$ cat src/rtl/i2s_tx_pkg.sv
`timescale 1ns/1ps
package i2s_tx_pkg;
  localparam int unsigned CTRL_W     = 9;
  localparam int unsigned BIT_WS_POL = 5;
  localparam int unsigned BIT_LJ     = 7;
  localparam int unsigned BIT_MASTER = 8;
  localparam logic [CTRL_W-1:0] CTRL_USED =
    (CTRL_W'(1) << BIT_WS_POL) | (CTRL_W'(1) << BIT_LJ) | (CTRL_W'(1) << BIT_MASTER);
  localparam logic [CTRL_W-1:0] CTRL_RSVD = ~CTRL_USED;

  typedef struct packed {
    logic master;
    logic lj;
    logic ws_left_hi;
  } i2s_mode_t;
endpackage

$ cat src/rtl/i2s_tx_clkgen.sv
`timescale 1ns/1ps
module i2s_tx_clkgen #(
  parameter int unsigned DIV_W = 8
) (
  input  logic             clk_i,
  input  logic             rst_ni,
  input  logic             restart_i,
  input  logic             master_i,
  input  logic [DIV_W-1:0] div_i,
  input  logic             sclk_ext_i,
  input  logic             ws_ext_i,
  output logic             sclk_o,
  output logic             ws_sync_o,
  output logic             fall_o
);
  logic [DIV_W-1:0] div_cnt_q;
  logic [DIV_W-1:0] div_lim;
  logic             sclk_q;
  logic             toggle;
  logic [2:0]       sck_sync_q;
  logic [1:0]       ws_sync_q;

  assign div_lim = (div_i == '0) ? '0 : div_i - 1'b1;
  assign toggle  = master_i && (div_cnt_q == div_lim);

  always_ff @(posedge clk_i or negedge rst_ni) begin
    if (!rst_ni) begin
      div_cnt_q <= '0;
      sclk_q    <= 1'b0;
    end else if (restart_i || !master_i) begin
      div_cnt_q <= '0;
      sclk_q    <= 1'b0;
    end else if (toggle) begin
      div_cnt_q <= '0;
      sclk_q    <= ~sclk_q;
    end else begin
      div_cnt_q <= div_cnt_q + 1'b1;
    end
  end

  // two-flop synchronisers, third stage for edge detect
  always_ff @(posedge clk_i or negedge rst_ni) begin
    if (!rst_ni) begin
      sck_sync_q <= '0;
      ws_sync_q  <= '0;
    end else begin
      sck_sync_q <= {sck_sync_q[1:0], sclk_ext_i};
      ws_sync_q  <= {ws_sync_q[0], ws_ext_i};
    end
  end

  assign sclk_o    = sclk_q;
  assign ws_sync_o = ws_sync_q[1];
  assign fall_o    = !restart_i &&
                     (master_i ? (toggle && sclk_q) : (sck_sync_q[2] && !sck_sync_q[1]));
endmodule

$ cat src/rtl/i2s_tx_shifter.sv
`timescale 1ns/1ps
module i2s_tx_shifter #(
  parameter int unsigned SAMPLE_W = 16
) (
  input  logic                clk_i,
  input  logic                rst_ni,
  input  logic                restart_i,
  input  logic                fall_i,
  input  logic                master_i,
  input  logic                lj_i,
  input  logic                ext_right_i,
  input  logic                in_valid_i,
  input  logic [SAMPLE_W-1:0] in_left_i,
  input  logic [SAMPLE_W-1:0] in_right_i,
  output logic                sd_o,
  output logic                right_slot_o,
  output logic                load_o
);
  localparam int unsigned CNT_W   = $clog2(SAMPLE_W) + 1;
  localparam int unsigned FRAME_W = 2 * SAMPLE_W;

  logic [CNT_W-1:0]   cnt_q, cnt_nx;
  logic [FRAME_W-1:0] sh_q;
  logic               dly_q;

  always_comb begin
    if (master_i) begin
      cnt_nx = cnt_q + 1'b1;
    end else if (ext_right_i != cnt_q[CNT_W-1]) begin
      cnt_nx = {ext_right_i, {(CNT_W-1){1'b0}}};
    end else begin
      cnt_nx = {cnt_q[CNT_W-1], cnt_q[CNT_W-2:0] + 1'b1};
    end
  end

  assign load_o = fall_i && cnt_q[CNT_W-1] && !cnt_nx[CNT_W-1];

  always_ff @(posedge clk_i or negedge rst_ni) begin
    if (!rst_ni) begin
      cnt_q <= '1;
      sh_q  <= '0;
      dly_q <= 1'b0;
    end else if (restart_i) begin
      cnt_q <= '1;
      sh_q  <= '0;
      dly_q <= 1'b0;
    end else if (fall_i) begin
      cnt_q <= cnt_nx;
      dly_q <= sh_q[FRAME_W-1];
      if (load_o) sh_q <= in_valid_i ? {in_left_i, in_right_i} : '0;
      else        sh_q <= sh_q << 1;
    end
  end

  // standard format emits the bit one period late
  assign sd_o         = lj_i ? sh_q[FRAME_W-1] : dly_q;
  assign right_slot_o = cnt_q[CNT_W-1];
endmodule

$ cat src/rtl/i2s_tx.sv
`timescale 1ns/1ps
module i2s_tx
  import i2s_tx_pkg::*;
#(
  parameter int unsigned SAMPLE_W = 16,
  parameter int unsigned DIV_W    = 8
) (
  input  logic                clk_i,
  input  logic                rst_ni,
  input  logic                cfg_we_i,
  input  logic [CTRL_W-1:0]   cfg_ctrl_i,
  input  logic [DIV_W-1:0]    cfg_div_i,
  input  logic                in_valid_i,
  output logic                in_ready_o,
  input  logic [SAMPLE_W-1:0] in_left_i,
  input  logic [SAMPLE_W-1:0] in_right_i,
  input  logic                sclk_i,
  input  logic                ws_i,
  output logic                sclk_o,
  output logic                ws_o,
  output logic                sd_o,
  output logic                underrun_o
);
  i2s_mode_t        mode_q;
  logic [DIV_W-1:0] div_q;
  logic             cfg_ok;
  logic             sclk_gen, ws_sync, fall, right_slot, load;
  logic             underrun_q;

  assign cfg_ok = cfg_we_i && ((cfg_ctrl_i & CTRL_RSVD) == '0);

  always_ff @(posedge clk_i or negedge rst_ni) begin
    if (!rst_ni) begin
      mode_q <= '0;
      div_q  <= '0;
    end else if (cfg_ok) begin
      mode_q.master     <= cfg_ctrl_i[BIT_MASTER];
      mode_q.lj         <= cfg_ctrl_i[BIT_LJ];
      mode_q.ws_left_hi <= cfg_ctrl_i[BIT_WS_POL];
      div_q             <= cfg_div_i;
    end
  end

  i2s_tx_clkgen #(.DIV_W(DIV_W)) u_clkgen (
    .clk_i      (clk_i),
    .rst_ni     (rst_ni),
    .restart_i  (cfg_ok),
    .master_i   (mode_q.master),
    .div_i      (div_q),
    .sclk_ext_i (sclk_i),
    .ws_ext_i   (ws_i),
    .sclk_o     (sclk_gen),
    .ws_sync_o  (ws_sync),
    .fall_o     (fall)
  );

  i2s_tx_shifter #(.SAMPLE_W(SAMPLE_W)) u_shifter (
    .clk_i        (clk_i),
    .rst_ni       (rst_ni),
    .restart_i    (cfg_ok),
    .fall_i       (fall),
    .master_i     (mode_q.master),
    .lj_i         (mode_q.lj),
    .ext_right_i  (ws_sync ^ mode_q.ws_left_hi),
    .in_valid_i   (in_valid_i),
    .in_left_i    (in_left_i),
    .in_right_i   (in_right_i),
    .sd_o         (sd_o),
    .right_slot_o (right_slot),
    .load_o       (load)
  );

  always_ff @(posedge clk_i or negedge rst_ni) begin
    if (!rst_ni)                  underrun_q <= 1'b0;
    else if (cfg_ok)              underrun_q <= 1'b0;
    else if (load && !in_valid_i) underrun_q <= 1'b1;
  end

  assign in_ready_o = load;
  assign underrun_o = underrun_q;
  assign sclk_o     = mode_q.master & sclk_gen;
  assign ws_o       = mode_q.master & (right_slot ^ mode_q.ws_left_hi);
endmodule

$ cat config.mk
export PLATFORM = sky130hd
export DESIGN_NAME = i2s_tx
export DESIGN_NICKNAME = d
export VERILOG_FILES = /design/src/rtl/i2s_tx_pkg.sv /design/src/rtl/i2s_tx_clkgen.sv /design/src/rtl/i2s_tx_shifter.sv /design/src/rtl/i2s_tx.sv
export SDC_FILE = /design/constraint.sdc
export NUM_CORES = 1
export LEC_CHECK = 0
export BUFFER_PORTS_ARGS = -buffer_cell sky130_fd_sc_hd__buf_2
export CAP_MARGIN = 20
export CORE_MARGIN = 2
export CORE_UTILIZATION = 50
export CTS_CLUSTER_SIZE = 8
export DETAILED_ROUTE_END_ITERATION = 7
export PLACE_DENSITY_LB_ADDON = 0.2
export SYNTH_ARGS = -nofsm -noshare
export SYNTH_HDL_FRONTEND = slang
export SYNTH_SLANG_ARGS = --single-unit
$ cat constraint.sdc
create_clock -name clk_i -period 3.6 [get_ports clk_i]
set_input_delay 0.54 -clock clk_i [delete_from_list [all_inputs] [get_ports clk_i]]
set_output_delay 0.54 -clock clk_i [all_outputs]
set_load 0.01 [all_outputs]
After elaboration in Yosys (flattened, before gate mapping)
Cells that the tools add are included.
{ "word_totals": {"regBits": 64, "latchBits": 0, "ramBits": 0, "mem_bits_ro": 0, "word_cells": 61, "memories": 0} }
{ "classes": {"addsub": 4, "multipliers": 0, "div_mod_pow": 0, "n_lt_le_gt_ge": 0, "n_eq_ne": 2, "shifts": 0, "mux": 19, "n_bitwise": 5, "n_reduce_logical": 19} }
{ "ops": {"columns": ["cell", "count"], "rows": [
  ["$mux W32", 4],
  ["$mux W8", 3],
  ["$mux W5", 4],
  ["$logic_not A9 Y1", 1],
  ["$add A8 B1 Y8 const B", 1],
  ["$eq A8 B8 Y1", 1],
  ["$logic_and A1 B1 Y1", 8],
  ["$logic_not A8 Y1", 1],
  ["$mux W1", 8],
  ["$sub A8 B1 Y8 const B", 1],
  ["$reduce_bool A2 Y1", 3],
  ["$add A5 B1 Y5 const B", 1],
  ["$logic_not A1 Y1", 5],
  ["$add A4 B1 Y4 const B", 1],
  ["$and A1 B1 Y1", 2],
  ["$xor A1 B1 Y1", 2],
  ["$logic_or A1 B1 Y1", 1],
  ["$ne A1 B1 Y1", 1],
  ["$not A1 Y1", 1]
]} }

Logic depth before layout (Yosys ltp)
Gate-level depths: netlist of run 1.
{ "logic_depth": {"ltp_word": 12, "ltp_mapped": 11, "ltp_nobuf": 9} }

By module
Synthesis of run 1 repeated with hierarchy kept, for this count alone.
{ "unflattened": {"hier_cells": 309, "hier_area_um2": 3424.5} }
{ "by_module_without_submodules": {"columns": ["mod", "n_inst", "cells_each", "area_per_inst_um2", "seq_area_each_um2"], "rows": [
  ["i2s_tx_shifter", 1, 178, 1961.9, 957.2],
  ["i2s_tx_clkgen", 1, 96, 910.9, 350.3],
  ["i2s_tx", 1, 35, 551.8, 300.3]
]} }

Worst setup path before layout of run 1
Ideal clock, no wire load.
{ "synth_timing": {"path_type": "reg-to-output", "from": "register div_q[0]", "to": "output port in_ready_o", "arrival_time_ns": 2.817, "setup_slack_ns": 0.243, "path_stages_with_launch": 11, "path_buffers": 1, "cell_sequence": "dfrtp_1 > inv_1 > ha_1 > or4b_4 > or4b_1 > nand2_1 > xor2_1 > nor4_1 > nor2_2 > buf_2 > nor2_1"} }
{ "synth_via": {"elab_chain_len": 9} }
{ "synth_rtl": {"columns": ["element", "line_no", "rtl"], "rows": [
  ["from (decl)", "i2s_tx.sv:25", "logic [DIV_W-1:0] div_q;"],
  ["from (signal assigned)", "i2s_tx.sv:40", "div_q <= cfg_div_i;"],
  ["$sub A8 B1 Y8 or $logic_not A8 Y1 (tied branches)", "i2s_tx_clkgen.sv:23", "assign div_lim = (div_i == '0) ? '0 : div_i - 1'b1;"],
  ["$mux W8 *", "i2s_tx_clkgen.sv:23", null],
  ["$eq A8 B8 Y1 *", "i2s_tx_clkgen.sv:24", "assign toggle = master_i && (div_cnt_q == div_lim);"],
  ["$logic_and A1 B1 Y1 *", "i2s_tx_clkgen.sv:24", null],
  ["$logic_and A1 B1 Y1 *", "i2s_tx_clkgen.sv:55", "(master_i ? (toggle && sclk_q) : (sck_sync_q[2] && !sck_sync_q[1]));"],
  ["$mux W1 *", "i2s_tx_clkgen.sv:55", null],
  ["$logic_and A1 B1 Y1 *", "i2s_tx_clkgen.sv:54", "assign fall_o = !restart_i &&"],
  ["$logic_and A1 B1 Y1 * (2 in series)", "i2s_tx_shifter.sv:36", "assign load_o = fall_i && cnt_q[CNT_W-1] && !cnt_nx[CNT_W-1];"],
  ["to (decl)", "i2s_tx.sv:14", "output logic in_ready_o,"]
]} }
Mark *: on every way between the ends. The rest lies on a longest branch, timed or not.

Worst setup path in the final report of run 1
Ends and elaborated chain as after synthesis.

==> flow_metrics.py, run 1 <==
metrics = {
    "run_status": {
        "outcome": "finished, final reports clean",
    },
    "logic_synthesis": {
        "synthDistinctLibCells": 50,
        "synth.avg_cell_area_um2": 9.23,
        "synthArstFlopShare_pct": 100,
        "synth_edf_count": 0,
        "yosys_most_used_dff": "dfrtp_1",
        "synthCells": 389,
        "synth_seq_area_share_pct": 44.8,
        "synth.mux.area_fraction_pct": 3.10,
        "syn-num-nets": 449,
        "ys_seq_elements": 64,
        "ys.warnings.count": 0,
        "synth_xor_area_share_pct": 3.66,
        "synth_compound_area_share_pct": 21.9,
        "synth-simple-area-share_pct": 16.9,
        "synth_fa_ha_area_share_pct": 1.74,
        "synth_top_family_by_area": "compound AO/OA/AOI/OAI gates",
        "synth.cell_area_mm2": 0.00359,
    },
    "sta": {
        "layout_setup_ws_ps": 244,
        "worst_pin_slew_ps": 587,
        "tns_ps": 0,
        "fin_crit_ps": 3360,
        "max-slew-margin-rel_pct": 60.8,
        "hold_slack_ps": 15.7,
        "slew_viol_final": 0,
        "timing.final.crit_share_pct": 93.2,
        "setup_viol": 0,
        "clock_skew_ps": 6.18,
        "max_freq_mhz": 298,
        "hold_viol": 0,
    },
    "die": {
        "die_area_mm2": 0.00787,
        "die_w_um": 88.7,
        "initial_core_util_pct": 52.3,
        "die_h_um": 88.7,
        "rows": 30,
        "core_mm2": 0.00687,
        "num_io_pins": 60,
    },
    "global_route": {
        "use_met3_pct": 5.22,
        "grt_usage_pct": 21.6,
        "grt_antenna_before_repair": 0,
        "grt_max_degree": 56,
        "use_met1_pct": 27.5,
        "grt_pass1_wl_mm": 13.3,
        "overflow": 0,
        "grt_busiest_layer": "met2",
        "met2_usage_pct": 36.3,
        "grt_pass1_vias": 2986,
    },
    "worst_setup_path": {
        "r2r_end": "u_shifter.cnt_q[2]",
        "crit_path_end_kind": "primary output",
        "critPathKind": "register to primary output",
        "worstPathRequired_ps": 3060,
        "r2r_slack_ps": 370,
        "start_kind": "register",
        "r2r_start": "div_q[0]",
        "cp_max_fo": 7,
        "worstPathArrival_ps": 2820,
        "reg2regPathDepth": 9,
    },
    "route": {
        "route.detailed.drc": 0,
        "vias": 3020,
        "dr.pass1.iters": 4,
        "detail-route-antenna-nets": 0,
        "routed_wl_mm": 7.86,
        "drt-initial-drc-count": 206,
        "wl_per_cell_um": 14.6,
        "viasPerCell": 5.62,
    },
    "worst_hold_path": {
        "hold_class": "primary input to asynchronous set/reset pin",
    },
    "placement": {
        "hpwl_mm": 5.09,
        "gp_congestion": 0.861,
        "port_buffers": 59,
        "pre_cts_ws_ps": 245,
    },
    "cells_and_area": {
        "syn2layout_area_growth_pct": 15.9,
        "mostFrequentLayoutCells": "dfrtp_1 (59), buf_2 (59), nor2_1 (48)",
        "final_util_pct": 60.6,
        "drive_gt1_share_pct": 25.6,
        "final_nets": 497,
        "n_antenna_cell": 0,
    },
    "power_and_ir_drop": {
        "leakage_uw": 0.00194,
        "power_density_mw_per_mm2": 571,
        "ir_worst_vdd_uv": 297,
    },
    "clocking": {
        "cts_root_buffer": "clkbuf_8",
        "cts_buffer_depth": 2,
        "clock-sinks": 64,
        "cts_tree": "built",
        "cts_buffers": 9,
        "cts.clk_slew.worst_paths_ps": 60,
        "clock_latency_ps": 330,
        "htreeDepth": 3,
    },
    "job": {
        "max_cap_violations": 0,
    },
}
## worst max-delay path, stage by stage (launching register included)
cell and delay [ps]:
dfrtp_1 400, inv_2 90, ha_4 170, or4b_4 500, or4b_1 470, nand2_1 90
xor2_1 230, nor4_1 70, buf_4 160, nor2_2 90, nor2_1 50, buf_2 140
## layer usage
layer  up-vias  part of all wire [%]
met5         -                     0
li1       1476                     -
met1      1470                    45
met4         0                  0.75
met3         6                   4.1
met2        68                    51
## layout make-up
| class | instances | area, um2 |
|---|---|---|
| clock buffers | 11 | 141 |
| clock inverters | 4 | 45.0 |
| repair buffers | 68 | 388 |
| well taps | 96 | 120 |
| fillers | 614 | 2710 |
| multi-input cells | 257 | 1720 |
| inverters | 37 | 139 |
| flip-flops and latches | 64 | 1610 |
## cells by family after synthesis
kind of cell / after synthesis
AND/OR/NAND/NOR: 131
AO/OA/AOI/OAI: 96
buffers and inverters: 68
flip-flops: 64
XOR/XNOR: 15
multiplexers: 10
adder cells (fa/ha/maj): 5
## repair_timing
| item | CTS | global route |
|---|---|---|
| setup buffers | 0 | 1 |
| hold buffers | 0 | 0 |
| endpoints found under the setup margin | 0 | 1 |
| resized for setup | 0 | 4 |
## through the flow
step / std cells / cell area, um2 / total power (uW)
floorplan: 389 / 3590 / 1570
global placement: 520 / 3940 / 1750
detailed placement: 520 / 3940 / 1770
CTS: 535 / 4120 / 2380
global route: 537 / 4160 / 2540
finish: 537 / 4160 / 2370
## where the power goes
group	switching, uW	internal (uW)
registers	149	928
logic	378	324
clock network	264	332
total	791	1580
## cell usage after synthesis, types with 2 or more instances
| cell type | number | share of area, % |
|---|---|---|
| a221oi_2 | 5 | 2.1 |
| inv_1 | 37 | 3.9 |
| nor4b_1 | 2 | 0.49 |
| a22oi_1 | 2 | 0.42 |
| nand2b_1 | 5 | 0.87 |
| xor2_1 | 10 | 2.4 |
| a221oi_1 | 27 | 6.6 |
| dfrtp_1 | 59 | 41 |
| a211o_1 | 3 | 0.73 |
| nand3_1 | 12 | 1.7 |
| dfstp_2 | 5 | 3.7 |
| o21ai_0 | 7 | 0.98 |
| and2_1 | 3 | 0.52 |
| nor4_1 | 4 | 0.70 |
| nor2_1 | 48 | 5.0 |
| xnor2_1 | 5 | 1.2 |
| nand2_1 | 42 | 4.4 |
| clkbuf_1 | 25 | 2.6 |
| ha_1 | 5 | 1.7 |
| buf_2 | 3 | 0.42 |
| a21oi_1 | 5 | 0.70 |
| buf_6 | 3 | 0.94 |
| mux2_2 | 9 | 2.8 |
| and3_1 | 3 | 0.52 |
| a211oi_1 | 32 | 6.7 |
| nor3_1 | 2 | 0.28 |
| o22ai_1 | 2 | 0.35 |
| or3_1 | 2 | 0.35 |
## flip-flops by register name, indices dropped and copies added (netlist names)
signal	cells
div_q	8
mode_q	3
u_clkgen.div_cnt_q	8
u_clkgen.sck_sync_q	3
u_clkgen.sclk_o	1
u_clkgen.ws_sync_q	2
u_shifter.cnt_q	5
u_shifter.dly_q	1
u_shifter.sh_q	32
underrun_o	1
## how the worst max path moves through the flow
| stage | from | end | cells after the start |
|---|---|---|---|
| 6_report | div_q[0] | in_ready_o | 11 |
| 5_1_grt | div_q[0] | in_ready_o | 11 |
| 4_1_cts | div_q[0] | in_ready_o | 11 |
| 3_5_place_dp | div_q[0] | u_shifter.cnt_q[2] | 9 |
| 3_3_place_gp | div_q[0] | u_shifter.cnt_q[2] | 9 |
| 2_1_floorplan | div_q[0] | in_ready_o | 10 |
No activity file was read; power rests on OpenSTA's default activity.
==> inputs of run 2 (changes only) <==
Settings changed: CORE_MARGIN 2 to unset.
==> flow_metrics.py, run 2 (synthesized netlist as in run 1, its figures left out) <==
metrics = {
    "run_status": {
        "outcome": "finished, final reports clean",
    },
    "worst_setup_path": {
        "path_buf_inv": 3,
        "crit_path_end_kind": "primary output",
        "startpoint": "div_q[0]",
        "critPathTopFamily": "simple AND/OR/NAND/NOR gates",
        "r2r_start": "div_q[0]",
        "start_kind": "register",
        "r2r_slack_ps": 270,
        "critPathKind": "register to primary output",
        "worstPathArrival_ps": 2920,
        "reg2regPathDepth": 9,
        "crit_slowest_cell": "or4b_4",
        "endpoint": "in_ready_o",
        "worstPathRequired_ps": 3060,
        "worstPathCellList": "inv_1 -> ha_4 -> or4b_4 -> or4b_1 -> nand2_1 -> xor2_2 -> nor4_2 -> buf_4 -> nor2_2 -> nor2_1 -> buf_2",
        "cp.depth": 11,
        "cp_max_fo": 7,
        "crit_path_max_incr_delay_ps": 500,
        "r2r_end": "u_shifter.cnt_q[2]",
    },
    "sta": {
        "tns_ps": 0,
        "fin_crit_ps": 3460,
        "clock_skew_ps": 6.63,
        "hold_viol": 0,
        "max_freq_mhz": 289,
        "layout_setup_ws_ps": 144,
        "worst_pin_slew_ps": 827,
        "setup_viol": 0,
        "timing.final.crit_share_pct": 96.0,
        "slew_viol_final": 0,
        "max-slew-margin-rel_pct": 44.9,
    },
    "route": {
        "detail-route-antenna-nets": 0,
        "viasPerCell": 5.55,
        "dr.pass1.iters": 4,
        "route.detailed.drc": 0,
        "routed_wl_mm": 7.69,
        "drt-initial-drc-count": 137,
        "wl_per_cell_um": 14.3,
        "vias": 2976,
    },
    "cells_and_area": {
        "ff_latch_area_mm2": 0.00161,
        "multi_input_area_mm2": 0.00173,
        "stdcell_area_mm2": 0.00415,
        "drive_gt1_share_pct": 25.2,
        "final_nets": 495,
        "regMostFlops": "u_shifter.sh_q",
        "largest_register_ffs": 32,
        "syn2layout_area_growth_pct": 15.5,
        "mostFrequentLayoutCells": "dfrtp_1 (59), buf_2 (59), nor2_1 (48)",
        "top_regs": "u_shifter.sh_q: 32 flops, div_q: 8 flops, u_clkgen.div_cnt_q: 8 flops",
        "final_util_pct": 60.4,
        "n_antenna_cell": 0,
        "nFillCells": 614,
    },
    "job": {
        "max_cap_violations": 0,
    },
    "global_route": {
        "use_met3_pct": 3.52,
        "grt_busiest_layer": "met2",
        "grt_usage_pct": 21.9,
        "use_met1_pct": 28.6,
        "overflow": 0,
        "grt_pass1_vias": 2769,
        "met2_usage_pct": 36.0,
        "grt_antenna_before_repair": 0,
        "grt_max_degree": 56,
        "grt_pass1_wl_mm": 12.9,
    },
    "placement": {
        "hpwl_mm": 4.91,
        "gp_congestion": 0.826,
        "port_buffers": 59,
        "pre_cts_ws_ps": 215,
        "placed_area_mm2": 0.00394,
    },
    "power_and_ir_drop": {
        "leakage_uw": 0.00193,
        "p_total_uw": 2330,
        "ir_worst_vdd_uv": 303,
        "power_density_mw_per_mm2": 563,
    },
    "clocking": {
        "cts_tree": "built",
        "cts.clk_slew.worst_paths_ps": 70,
        "htreeDepth": 3,
        "clock-sinks": 64,
        "cts_buffer_depth": 2,
        "hold_buffers": 0,
        "cts_buffers": 9,
        "clock_latency_ps": 340,
        "cts_root_buffer": "clkbuf_8",
    },
    "die": {
        "die_w_um": 86.7,
        "initial_core_util_pct": 52.3,
        "rows": 30,
        "die_area_mm2": 0.00752,
        "num_io_pins": 60,
        "core_mm2": 0.00687,
        "die_h_um": 86.7,
    },
    "worst_hold_path": {
        "hold_class": "primary input to asynchronous set/reset pin",
    },
}
-- run 2: per-stage QoR --
stage / hold slack, ps / std cells
CTS: 285 / 536
global placement: 335 / 520
detailed placement: 340 / 520
global route: 283 / 536
floorplan: 244 / 389
finish: 300 / 536
-- run 2: what timing repair did --
action	CTS	global route
endpoints found under the setup margin	1	1
buffers inserted	0	0
resized for setup	1	3
pin swaps	1	0
-- run 2: worst min path at each step --
stage                           start                     end  slack [ps]  cells past startpoint
2_1_floorplan                  rst_ni                div_q[0]         240                      0
4_1_cts                          ws_i   u_clkgen.ws_sync_q[0]         290                      1
3_5_place_dp   u_clkgen.sck_sync_q[0]  u_clkgen.sck_sync_q[1]         340                      0
6_report                       rst_ni   u_clkgen.div_cnt_q[5]         300                      1
5_1_grt                          ws_i   u_clkgen.ws_sync_q[0]         280                      1
3_3_place_gp   u_clkgen.sck_sync_q[0]  u_clkgen.sck_sync_q[1]         340                      0
-- run 2: cell type report --
cell class / instances / area share (%)
Clock buffer: 14 / 4.16
Timing Repair Buffer: 66 / 8.69
Tap cell: 96 / 2.90
Multi-Input combinational cell: 257 / 41.8
Sequential cell: 64 / 38.8
Inverter: 37 / 3.35
Clock inverter: 2 / 0.302
-- run 2: power by group --
group          total (uW)  internal (uW)  switching, uW
clock network         573            306            267
logic                 687            314            372
registers            1070            928            147
-- run 2: routing by layer --
metal  routed length, um  up-vias
met4                  91        0
met5                   0        -
met1                3570     1438
met2                3730       56
met3                 296        9
li1                    -     1473
-- run 2: worst reg2reg max path, cell delays in order, from the launching register on --
cell and delay, ps:
dfrtp_1 390, inv_1 150, ha_4 200, or4b_4 500, or4b_1 490, nand2_1 120
xor2_2 90, or4_4 770, a2111oi_2 440, a211o_1 150
==> inputs of run 3 (changes only) <==
Settings changed: REMOVE_ABC_BUFFERS set to 1.
==> flow_metrics.py, run 3 (synthesized netlist as in run 1, its figures left out) <==
metrics = {
    "power_and_ir_drop": {
        "leakage_uw": 0.00194,
        "ir_worst_vdd_uv": 417,
        "p_total_uw": 2330,
        "power_density_mw_per_mm2": 562,
    },
    "job": {
        "max_cap_violations": 0,
    },
    "clocking": {
        "clock_latency_ps": 330,
        "cts.clk_slew.worst_paths_ps": 70,
        "cts_buffer_depth": 2,
        "htreeDepth": 3,
        "clock-sinks": 64,
        "cts_buffers": 9,
        "hold_buffers": 0,
        "cts_root_buffer": "clkbuf_8",
        "cts_tree": "built",
        "postCtsSetupRepairBufs": 0,
    },
    "route": {
        "drt-initial-drc-count": 222,
        "route.detailed.drc": 0,
        "viasPerCell": 5.57,
        "wl_per_cell_um": 14.4,
        "detail-route-antenna-nets": 0,
        "routed_wl_mm": 7.76,
        "vias": 2990,
        "dr.pass1.iters": 5,
    },
    "cells_and_area": {
        "top_regs": "u_shifter.sh_q: 32 flops, div_q: 8 flops, u_clkgen.div_cnt_q: 8 flops",
        "final_nets": 496,
        "syn2layout_area_growth_pct": 15.7,
        "regMostFlops": "u_shifter.sh_q",
        "mostFrequentLayoutCells": "dfrtp_1 (59), buf_2 (59), nor2_1 (48)",
        "largest_register_ffs": 32,
        "n_antenna_cell": 0,
        "drive_gt1_share_pct": 25.9,
        "final_cells": 537,
    },
    "sta": {
        "tns_ps": 0,
        "layout_setup_ws_ps": 221,
        "max-slew-margin-rel_pct": 36.3,
        "setup_viol": 0,
        "worst_pin_slew_ps": 955,
        "max_freq_mhz": 296,
        "fin_crit_ps": 3380,
        "slew_viol_final": 0,
        "hold_viol": 0,
        "timing.final.crit_share_pct": 93.9,
        "clock_skew_ps": 9.42,
    },
    "worst_setup_path": {
        "crit_path_max_incr_delay_ps": 500,
        "critPathKind": "register to primary output",
        "r2r_start": "div_q[1]",
        "crit_path_end_kind": "primary output",
        "crit_slowest_cell": "or4b_4",
        "worstPathRequired_ps": 3060,
        "worstPathArrival_ps": 2840,
        "path_buf_inv": 3,
        "worstPathCellList": "inv_1 -> ha_4 -> or4b_4 -> or4b_1 -> nand2_1 -> xor2_2 -> nor4_2 -> buf_4 -> nor2_2 -> nor2_1 -> buf_2",
        "cp_max_fo": 7,
        "critPathTopFamily": "simple AND/OR/NAND/NOR gates",
        "startpoint": "div_q[1]",
        "start_kind": "register",
    },
    "die": {
        "core_mm2": 0.00687,
        "initial_core_util_pct": 52.3,
        "die_area_mm2": 0.00752,
        "rows": 30,
        "die_w_um": 86.7,
        "die_h_um": 86.7,
        "num_io_pins": 60,
    },
    "global_route": {
        "overflow": 0,
        "grt_usage_pct": 22.7,
        "grt_antenna_before_repair": 0,
        "grt_pass1_wl_mm": 13.2,
        "grt_pass1_vias": 2729,
        "grt_max_degree": 47,
    },
    "worst_hold_path": {
        "hold_class": "primary input to register",
        "min_from": "ws_i",
    },
    "run_status": {
        "outcome": "finished, final reports clean",
    },
    "placement": {
        "gp_congestion": 0.755,
        "pre_cts_ws_ps": 241,
        "post-place-cells": 521,
        "port_buffers": 59,
        "hpwl_mm": 5.04,
    },
}
[run 3: cell types whose count changed in the layout (fill, tap and decap cells not counted)]
cell / before / now
clkinv_2: 1 / 3
buf_4: 6 / 7
clkbuf_1: 2 / 1
clkinvlp_4: 1 / 0
inv_1: 37 / 36
inv_2: 0 / 1
[run 3: area by class of cell]
class | count | area, um2
clock inverter | 3 | 15.0
inverter | 37 | 139
timing repair buffer | 67 | 368
tap | 96 | 120
sequential | 64 | 1610
clock buffer | 13 | 169
fill | 634 | 2720
multi-input combinational | 257 | 1730
[run 3: power breakdown]
part | internal (uW) | leakage [uW] | switching (uW) | total, uW
Combinational | 313 | 0.00108 | 380 | 693
Clock | 303 | 0.0000992 | 264 | 567
Sequential | 928 | 0.000756 | 146 | 1070
Total | 1540 | 0.00194 | 790 | 2330
[run 3: per-stage QoR]
stage                     instance area [um2]  hold WS (ps)  utilization (%)
after floorplan                          3450           244                -
after global placement                   3940           333             57.4
after detailed placement                 3940           337             57.4
after CTS                                4130           287             60.1
after global routing                     4150           283             60.5
final                                    4150           310             60.5
[run 3: final timing paths]
path,end,slack (ps),depth (start not counted)
worst max-delay path,in_ready_o,220,11
worst min-delay path,u_clkgen.ws_sync_q[0],310,1
worst max register to register,u_shifter.cnt_q[2],340,9
worst min register to register,u_clkgen.ws_sync_q[1],350,0
max in group asynchronous,u_shifter.cnt_q[3],2330,2
min in group asynchronous,div_q[0],360,1
[run 3: layer usage]
metal  track usage (%)  part of all wire [%]  up-vias
li1                  -                     -     1481
met1              31.0                    47     1422
met2              35.8                    47       85
met3              5.33                   5.3        2
met4              7.27                  0.46        0
met5                 0                     0        -
[run 3: timing repair]
action	CTS	global route
endpoints found under the setup margin	1	1
resized for setup	1	4
hold endpoints to repair	0	0
gates cloned	0	0
pin swaps	0	1
